===== src/rtl/wdog_pkg.sv =====
package wdog_pkg;
  // Number of flops in the input synchronizer; at least two.
  localparam int unsigned SYNC_DEPTH = 2;

  // One synchronized observation of the toggle line.
  typedef struct packed {
    logic level;   // current synchronized level
    logic change;  // level differs from the previous sample
  } wd_obs_t;
endpackage


===== src/rtl/wdog_edge_sense.sv =====
module wdog_edge_sense
  import wdog_pkg::*;
#(
  parameter int unsigned DEPTH = SYNC_DEPTH
) (
  input  logic    clk,
  input  logic    rst,
  input  logic    wd_in,
  output wd_obs_t obs
);
  logic [DEPTH-1:0] chain_q;
  logic             hist_q;

  // Synchronizer chain built by generate so the depth is a parameter.
  genvar g;
  generate
    for (g = 0; g < DEPTH; g++) begin : g_sync
      if (g == 0) begin : g_first
        always_ff @(posedge clk) begin
          if (rst) chain_q[0] <= 1'b0;
          else     chain_q[0] <= wd_in;
        end
      end else begin : g_next
        always_ff @(posedge clk) begin
          if (rst) chain_q[g] <= 1'b0;
          else     chain_q[g] <= chain_q[g-1];
        end
      end
    end
  endgenerate

  // History flop for comparing consecutive samples.
  always_ff @(posedge clk) begin
    if (rst) hist_q <= 1'b0;
    else     hist_q <= chain_q[DEPTH-1];
  end

  assign obs.level  = chain_q[DEPTH-1];
  assign obs.change = chain_q[DEPTH-1] ^ hist_q;

  // A change means the history flop will take the new level next cycle.
  AST_CHANGE_SETTLES: assert property (@(posedge clk) disable iff (rst)
    obs.change |=> (hist_q == $past(obs.level)))
    else $error("change not absorbed");
endmodule


===== src/rtl/wdog_window_timer.sv =====
module wdog_window_timer #(
  parameter int unsigned TIMEOUT = 1600
) (
  input  logic clk,
  input  logic rst,
  input  logic tick_en,
  input  logic clear,
  output logic expired_q,
  output logic expired_nxt
);
  localparam int unsigned CW = $clog2(TIMEOUT + 1);
  localparam logic [CW-1:0] LAST = CW'(TIMEOUT - 1);

  logic [CW-1:0] cnt_q, cnt_nxt;

  always_comb begin
    cnt_nxt     = cnt_q;
    expired_nxt = expired_q;
    if (clear) begin
      cnt_nxt     = '0;
      expired_nxt = 1'b0;
    end else if (tick_en && !expired_q) begin
      cnt_nxt = cnt_q + 1'b1;
      if (cnt_q == LAST) expired_nxt = 1'b1;
    end
  end

  always_ff @(posedge clk) begin
    if (rst) begin
      cnt_q     <= '0;
      expired_q <= 1'b0;
    end else begin
      cnt_q     <= cnt_nxt;
      expired_q <= expired_nxt;
    end
  end

  AST_NO_OVERFLOW: assert property (@(posedge clk) disable iff (rst)
    cnt_q <= CW'(TIMEOUT)) else $error("count past window");
  AST_CLEAR_WINS: assert property (@(posedge clk) disable iff (rst)
    clear |=> (cnt_q == '0 && !expired_q)) else $error("clear lost");
  AST_EXPIRED_STICKY: assert property (@(posedge clk) disable iff (rst)
    (expired_q && !clear) |=> expired_q) else $error("fault dropped");
  AST_IDLE_NO_TICK: assert property (@(posedge clk) disable iff (rst)
    (!tick_en && !clear) |=> $stable(cnt_q)) else $error("count moved");
endmodule


===== src/rtl/wdog_fault_out.sv =====
module wdog_fault_out (
  input  logic clk,
  input  logic rst,
  input  logic uv_low,
  input  logic expired_nxt,
  output logic fault_n_q
);
  always_ff @(posedge clk) begin
    if (rst) fault_n_q <= 1'b1;
    else     fault_n_q <= ~(uv_low | expired_nxt);
  end

  AST_UV_FORCES_LOW: assert property (@(posedge clk) disable iff (rst)
    uv_low |=> !fault_n_q) else $error("undervoltage not forced");
endmodule


===== src/rtl/toggle_watchdog.sv =====
module toggle_watchdog
  import wdog_pkg::*;
#(
  parameter int unsigned TIMEOUT = 1600
) (
  input  logic clk,
  input  logic rst,
  input  logic tick_en,
  input  logic wd_in,
  input  logic rst_busy,
  input  logic uv_low,
  output logic wd_fault_n
);
  wd_obs_t obs;
  logic    expired_q, expired_nxt, clear;

  wdog_edge_sense #(.DEPTH(SYNC_DEPTH)) u_sense (
    .clk(clk), .rst(rst), .wd_in(wd_in), .obs(obs)
  );

  assign clear = obs.change | rst_busy;

  wdog_window_timer #(.TIMEOUT(TIMEOUT)) u_timer (
    .clk(clk), .rst(rst), .tick_en(tick_en), .clear(clear),
    .expired_q(expired_q), .expired_nxt(expired_nxt)
  );

  wdog_fault_out u_out (
    .clk(clk), .rst(rst), .uv_low(uv_low),
    .expired_nxt(expired_nxt), .fault_n_q(wd_fault_n)
  );

  AST_BUSY_KEEPS_HIGH: assert property (@(posedge clk) disable iff (rst)
    (rst_busy && !uv_low) |=> wd_fault_n) else $error("fault in reset");
  AST_FAULT_TRACKS_TIMER: assert property (@(posedge clk) disable iff (rst)
    (expired_q && !$past(uv_low)) |-> !wd_fault_n) else $error("fault lost");
endmodule


===== config.mk =====
export PLATFORM = sky130hd
export DESIGN_NAME = toggle_watchdog
export DESIGN_NICKNAME = d
export VERILOG_FILES = /design/src/rtl/wdog_pkg.sv /design/src/rtl/wdog_edge_sense.sv /design/src/rtl/wdog_window_timer.sv /design/src/rtl/wdog_fault_out.sv /design/src/rtl/toggle_watchdog.sv
export SDC_FILE = /design/constraint.sdc
export NUM_CORES = 1
export LEC_CHECK = 0
export ABC_AREA = 1
export BUFFER_PORTS_ARGS = -buffer_cell sky130_fd_sc_hd__buf_2
export CAP_MARGIN = 10
export CORE_MARGIN = 5
export CORE_UTILIZATION = 55
export CTS_CLUSTER_DIAMETER = 100
export DETAILED_ROUTE_END_ITERATION = 10
export GPL_TIMING_DRIVEN = 1
export PLACE_DENSITY = 0.74
export SLEW_MARGIN = 10
export SYNTH_ARGS = -nofsm -noshare
export SYNTH_HDL_FRONTEND = slang
export SYNTH_SLANG_ARGS = --single-unit

===== constraint.sdc =====
create_clock -name clk -period 2 [get_ports clk]
set_input_delay 0 -clock clk [delete_from_list [all_inputs] [get_ports clk]]
set_output_delay 0 -clock clk [all_outputs]
set_load 0.1 [all_outputs]

; After elaboration in Yosys (flattened, before gate mapping)
; Index checks and enable logic that the tools add are counted.
[word_totals]
ff_bits = 16
in_bits = 6
[classes]
n_addsub = 1
eq_ne = 1
n_mux = 3
bitwise = 4
reduce_logical = 3
[ops]
columns = cell, n
row1 = "11-bit by 1-bit adder with 11-bit output, second input constant", 1
row2 = "11-bit == test, second input constant", 1
row3 = 1-bit 2-to-1 mux, 3
row4 = 1-bit OR, 2
row5 = 2-bit OR reduction, 1
row6 = 1-bit logical AND, 1
row7 = 1-bit logical NOT, 1
row8 = 1-bit NOT, 1
row9 = 1-bit XOR, 1

; Logic depth before layout (Yosys ltp)
[depth]
depth_word = 6
mapped_depth = 8
ltp_nobuf = 8

; Cells and area by module
; Synthesis repeated with hierarchy kept, for this count alone.
[hier_totals]
cells_unflattened = 122
area_unflattened_um2 = 805.8
[by_module_without_submodules]
columns = module, instances, cells_each, area_each_um2, seq_area_each_um2
row1 = wdog_window_timer, 1, 102, 656.9, 240.2
row2 = wdog_edge_sense, 1, 14, 105.1, 60.1
row3 = wdog_fault_out, 1, 3, 32.5, 20.0
row4 = toggle_watchdog, 1, 3, 11.3, 0.0

; Worst setup path after synthesis
; No wires, ideal clock.
[synth_timing]
kind = reg2reg
startpoint = register u_timer.cnt_q[1]
endpoint = register u_out.fault_n_q
setup_ps = 113
arrival_time_ps = 1006
setup_slack_ps = 880
stages_incl_launch_ff = 7
path_buffers = 0
synth_period_minus_slack_ps = 1120
path_cell_list = dfxtp_1 ha_1 nand3_2 nor2_2 nand2_1 a21oi_2 nor2_1
[synth_via]
elab_chain_len = 6
[synth_rtl]
columns = item, line
row1 = from (decl), wdog_window_timer.sv:14  ; logic [CW-1:0] cnt_q, cnt_nxt;
row2 = from (signal assigned), wdog_window_timer.sv:33  ; cnt_q <= cnt_nxt;
row3 = 11-bit == test, wdog_window_timer.sv:24  ; if (cnt_q == LAST) expired_nxt = 1'b1;
row4 = 1-bit 2-to-1 mux, wdog_window_timer.sv:24
row5 = 1-bit 2-to-1 mux, wdog_window_timer.sv:22  ; end else if (tick_en && !expired_q) begin
row6 = 1-bit 2-to-1 mux, wdog_window_timer.sv:19  ; if (clear) begin
row7 = 1-bit OR, wdog_fault_out.sv:10  ; else fault_n_q <= ~(uv_low | expired_nxt);
row8 = 1-bit NOT, wdog_fault_out.sv:10
row9 = to (signal assigned), wdog_fault_out.sv:10
row10 = to (decl), wdog_fault_out.sv:6  ; output logic fault_n_q
; Every way passes these cells.
; A chain may end at the register's enable or synchronous reset.

; Worst setup path after layout
; Ends and elaborated chain as after synthesis.

==> results by group <==
Status
  • Outcome: complete, no violations

Pwr
  • VDD IR-drop max: roughly 0.6 mV
  • Pwr Density: 661 nW/um^2
  • Leak pwr: about 0.40 nW
  • Pwr Total: 0.578 mW

Yosys
  • Register bit total from synthesis: 16
  • Largest cells by area after synthesis: dfxtp_1 42%, nand2_1 12%, inv_1 11%
  • EDFF count, synth: 0
  • Avg Cell Area, Syn: about 6.8 um^2
  • Syn nets: 118
  • Synthesis Warnings: 0
  • Dominant synthesized flop cell: dfxtp_1
  • Post-synth ARST share: 0
  • Sequential cell area fraction in the yosys report: 0.425
  • Synth unique cells: 19
  • Mapped Area: 754 um^2
  • Synth area leader: dfxtp_1
  • Post-synthesis cell count: ~110
  • Top-area cell type share of the netlist area: 0.425

Flow run
  • Max_cap viols: 0

Timing
  • Tmin final: between 1 and 1.5 ns
  • Final Hold Fails: 0
  • Period utilization: 0.610
  • Endpoints failing setup: 0
  • Slew HR: 0.679
  • Max Slew Vio Count: 0
  • Worst slew pin tran: between 0.4 and 0.5 ns
  • RSZ-0062 raised after global routing: no
  • Worst Skew: 0.00187 ns
  • Setup TNS: 0 ns
  • F_max: 0.820 GHz

Die
  • Initial core utilization: 0.580
  • Die width: 47.0 um
  • Die area: 2210 um^2
  • FP Rows: 13
  • Core ar.: 1300 um^2
  • Die Span Y: roughly 47 um
  • I/O Pins: 7

GRT
  • Pin count of the biggest net entering global routing: 10
  • Gr usage total: 0.146
  • Met1 usage: 0.176
  • Met3 Track Usage GR: 0.0345
  • Initial antenna violation count: 0
  • Grt total ovfl: 0
  • Vias in the first global route: 560
  • Most Crowded Layer GR: met2
  • Met2 usage: 0.230
  • First-pass GRT wire length: roughly 2.2 mm

Route
  • Vias/cell: about 4.8
  • Iteration count of the initial detailed-routing pass: 4
  • Avg WL per Cell: roughly 9.5 um
  • Starting DRT DRC Count: 10
  • Final wirelength: between 1 and 1.5 mm
  • Final antenna-violating net count: 0
  • DRC Markers: 0
  • DR vias: roughly 660

Place
  • Final GP Congestion: around 0.86
  • Area post-placement: 798 um^2
  • Post-DP HPWL: ~960 um
  • Placed cells: around 130
  • Number of port buffers: 6

Worst setup path
  • Crit path DAT: about 1.4 ns
  • Crit. End Element: flop
  • Crit-path max FO: 6
  • Worst setup SP type: flop
  • CP required: around 2.2 ns
  • Critical path class: flop to flop

Clocking
  • Post-CTS sizing: 0
  • Clk buf depth: 2
  • Clock Latency Late Sink: ~0.28 ns
  • Clock Sinks: 16
  • CTS tree: built
  • Clock H-tree levels: 1
  • Root Driver: clkbuf_4
  • CTS buffer count: 3
  • Clock slew at reported path FFs: roughly 0.090 ns

Final layout
  • Post-route insts no fill: roughly 140
  • Area delta synth->final: 15.9%
  • Final nets: about 130
  • Most common cell after layout, fill and taps aside: nand2_1
  • Post-layout instance area: just under 900 um^2
  • Layout cells sized above 1: 0.145
  • Most frequent cells in the layout: 24 x nand2_1, 23 x inv_1, 17 x nor2_1
  • Antenna diodes: 0

Hold path
  • Worst Hold Class: input port to flop
-- path summary, 6_finish.rpt --
kind,end,startpoint,depth (start not counted),slack (ns)
max,u_out.fault_n_q,u_timer.cnt_q[1],6,0.78
min,u_timer.cnt_q[0],tick_en,4,0.06
max reg2reg,u_out.fault_n_q,u_timer.cnt_q[1],6,0.78
min reg2reg,u_sense.obs[1],u_sense.chain_q[0],2,0.41
-- layer usage --
layer | vias up | part of all wire
li1 | 361 | -
met2 | 11 | 0.45
met3 | 4 | 0.035
met5 | - | 0
met4 | 0 | 0.031
met1 | 285 | 0.49
-- logic make-up (layout without fill, tap and decap cells) --
logic type,Yosys count,after routing,synth area share
XOR/XNOR,1,1,0.0116
AO/OA/AOI/OAI,8,8,0.0580
flip-flops,16,16,0.425
buffers and inverters,26,39,0.131
adder cells (fa/ha/maj),1,1,0.0166
AND/OR/NAND/NOR,59,59,0.358
-- repair_timing --
action	in CTS	in global routing
hold endpoints to repair	4	0
setup buffers	0	0
endpoints found under the setup margin	0	0
hold buffers	4	0
-- report_power, final --
part / switching, mW / internal, mW / total, mW
sequential: 0.00198 / 0.323 / 0.325
combinational: 0.0253 / 0.0158 / 0.0411
clock: 0.101 / 0.111 / 0.212
total: 0.128 / 0.450 / 0.578
-- final cells by class --
| cell class | instances | area, um^2 |
|---|---|---|
| repair buffers | 10 | 70.1 |
| clock buffers | 4 | 36.3 |
| fillers | 125 | 427 |
| flip-flops and latches | 16 | 320 |
| multi-input cells | 69 | 335 |
| inverters | 25 | 93.8 |
| well taps | 15 | 18.8 |
-- registers in the layout, indices dropped and copies added (netlist names) --
name / flops
u_sense.hist_q: 1
u_out.fault_n_q: 1
u_sense.obs: 1
u_timer.cnt_q: 11
u_sense.chain_q: 1
u_timer.expired_q: 1
-- stage by stage --
stage,setup slack (ns),hold WS (ns),util
after floorplan,0.880,0.0712,-
after global placement,0.830,0.208,0.613
after detailed placement,0.784,0.209,0.613
after CTS,0.768,0.0606,0.672
after global routing,0.629,0.0617,0.672
final,0.781,0.0611,0.672
-- worst max-delay path, cell delays in order (launching register included) --
cell	delay, ns
dfxtp_1	0.37
ha_1	0.17
nand3_2	0.13
nor2_2	0.19
nand2_1	0.08
a21oi_2	0.13
nor2_1	0.05
-- Yosys cell counts, types with 2 or more instances --
library cell,count
nand3_1,5
nor3_1,3
inv_2,2
nand4_1,4
a21oi_1,5
inv_1,23
o21ai_0,2
nor2_1,17
nand2_2,2
dfxtp_1,16
nand2_1,24
No activity file was read; power rests on OpenSTA's default activity.
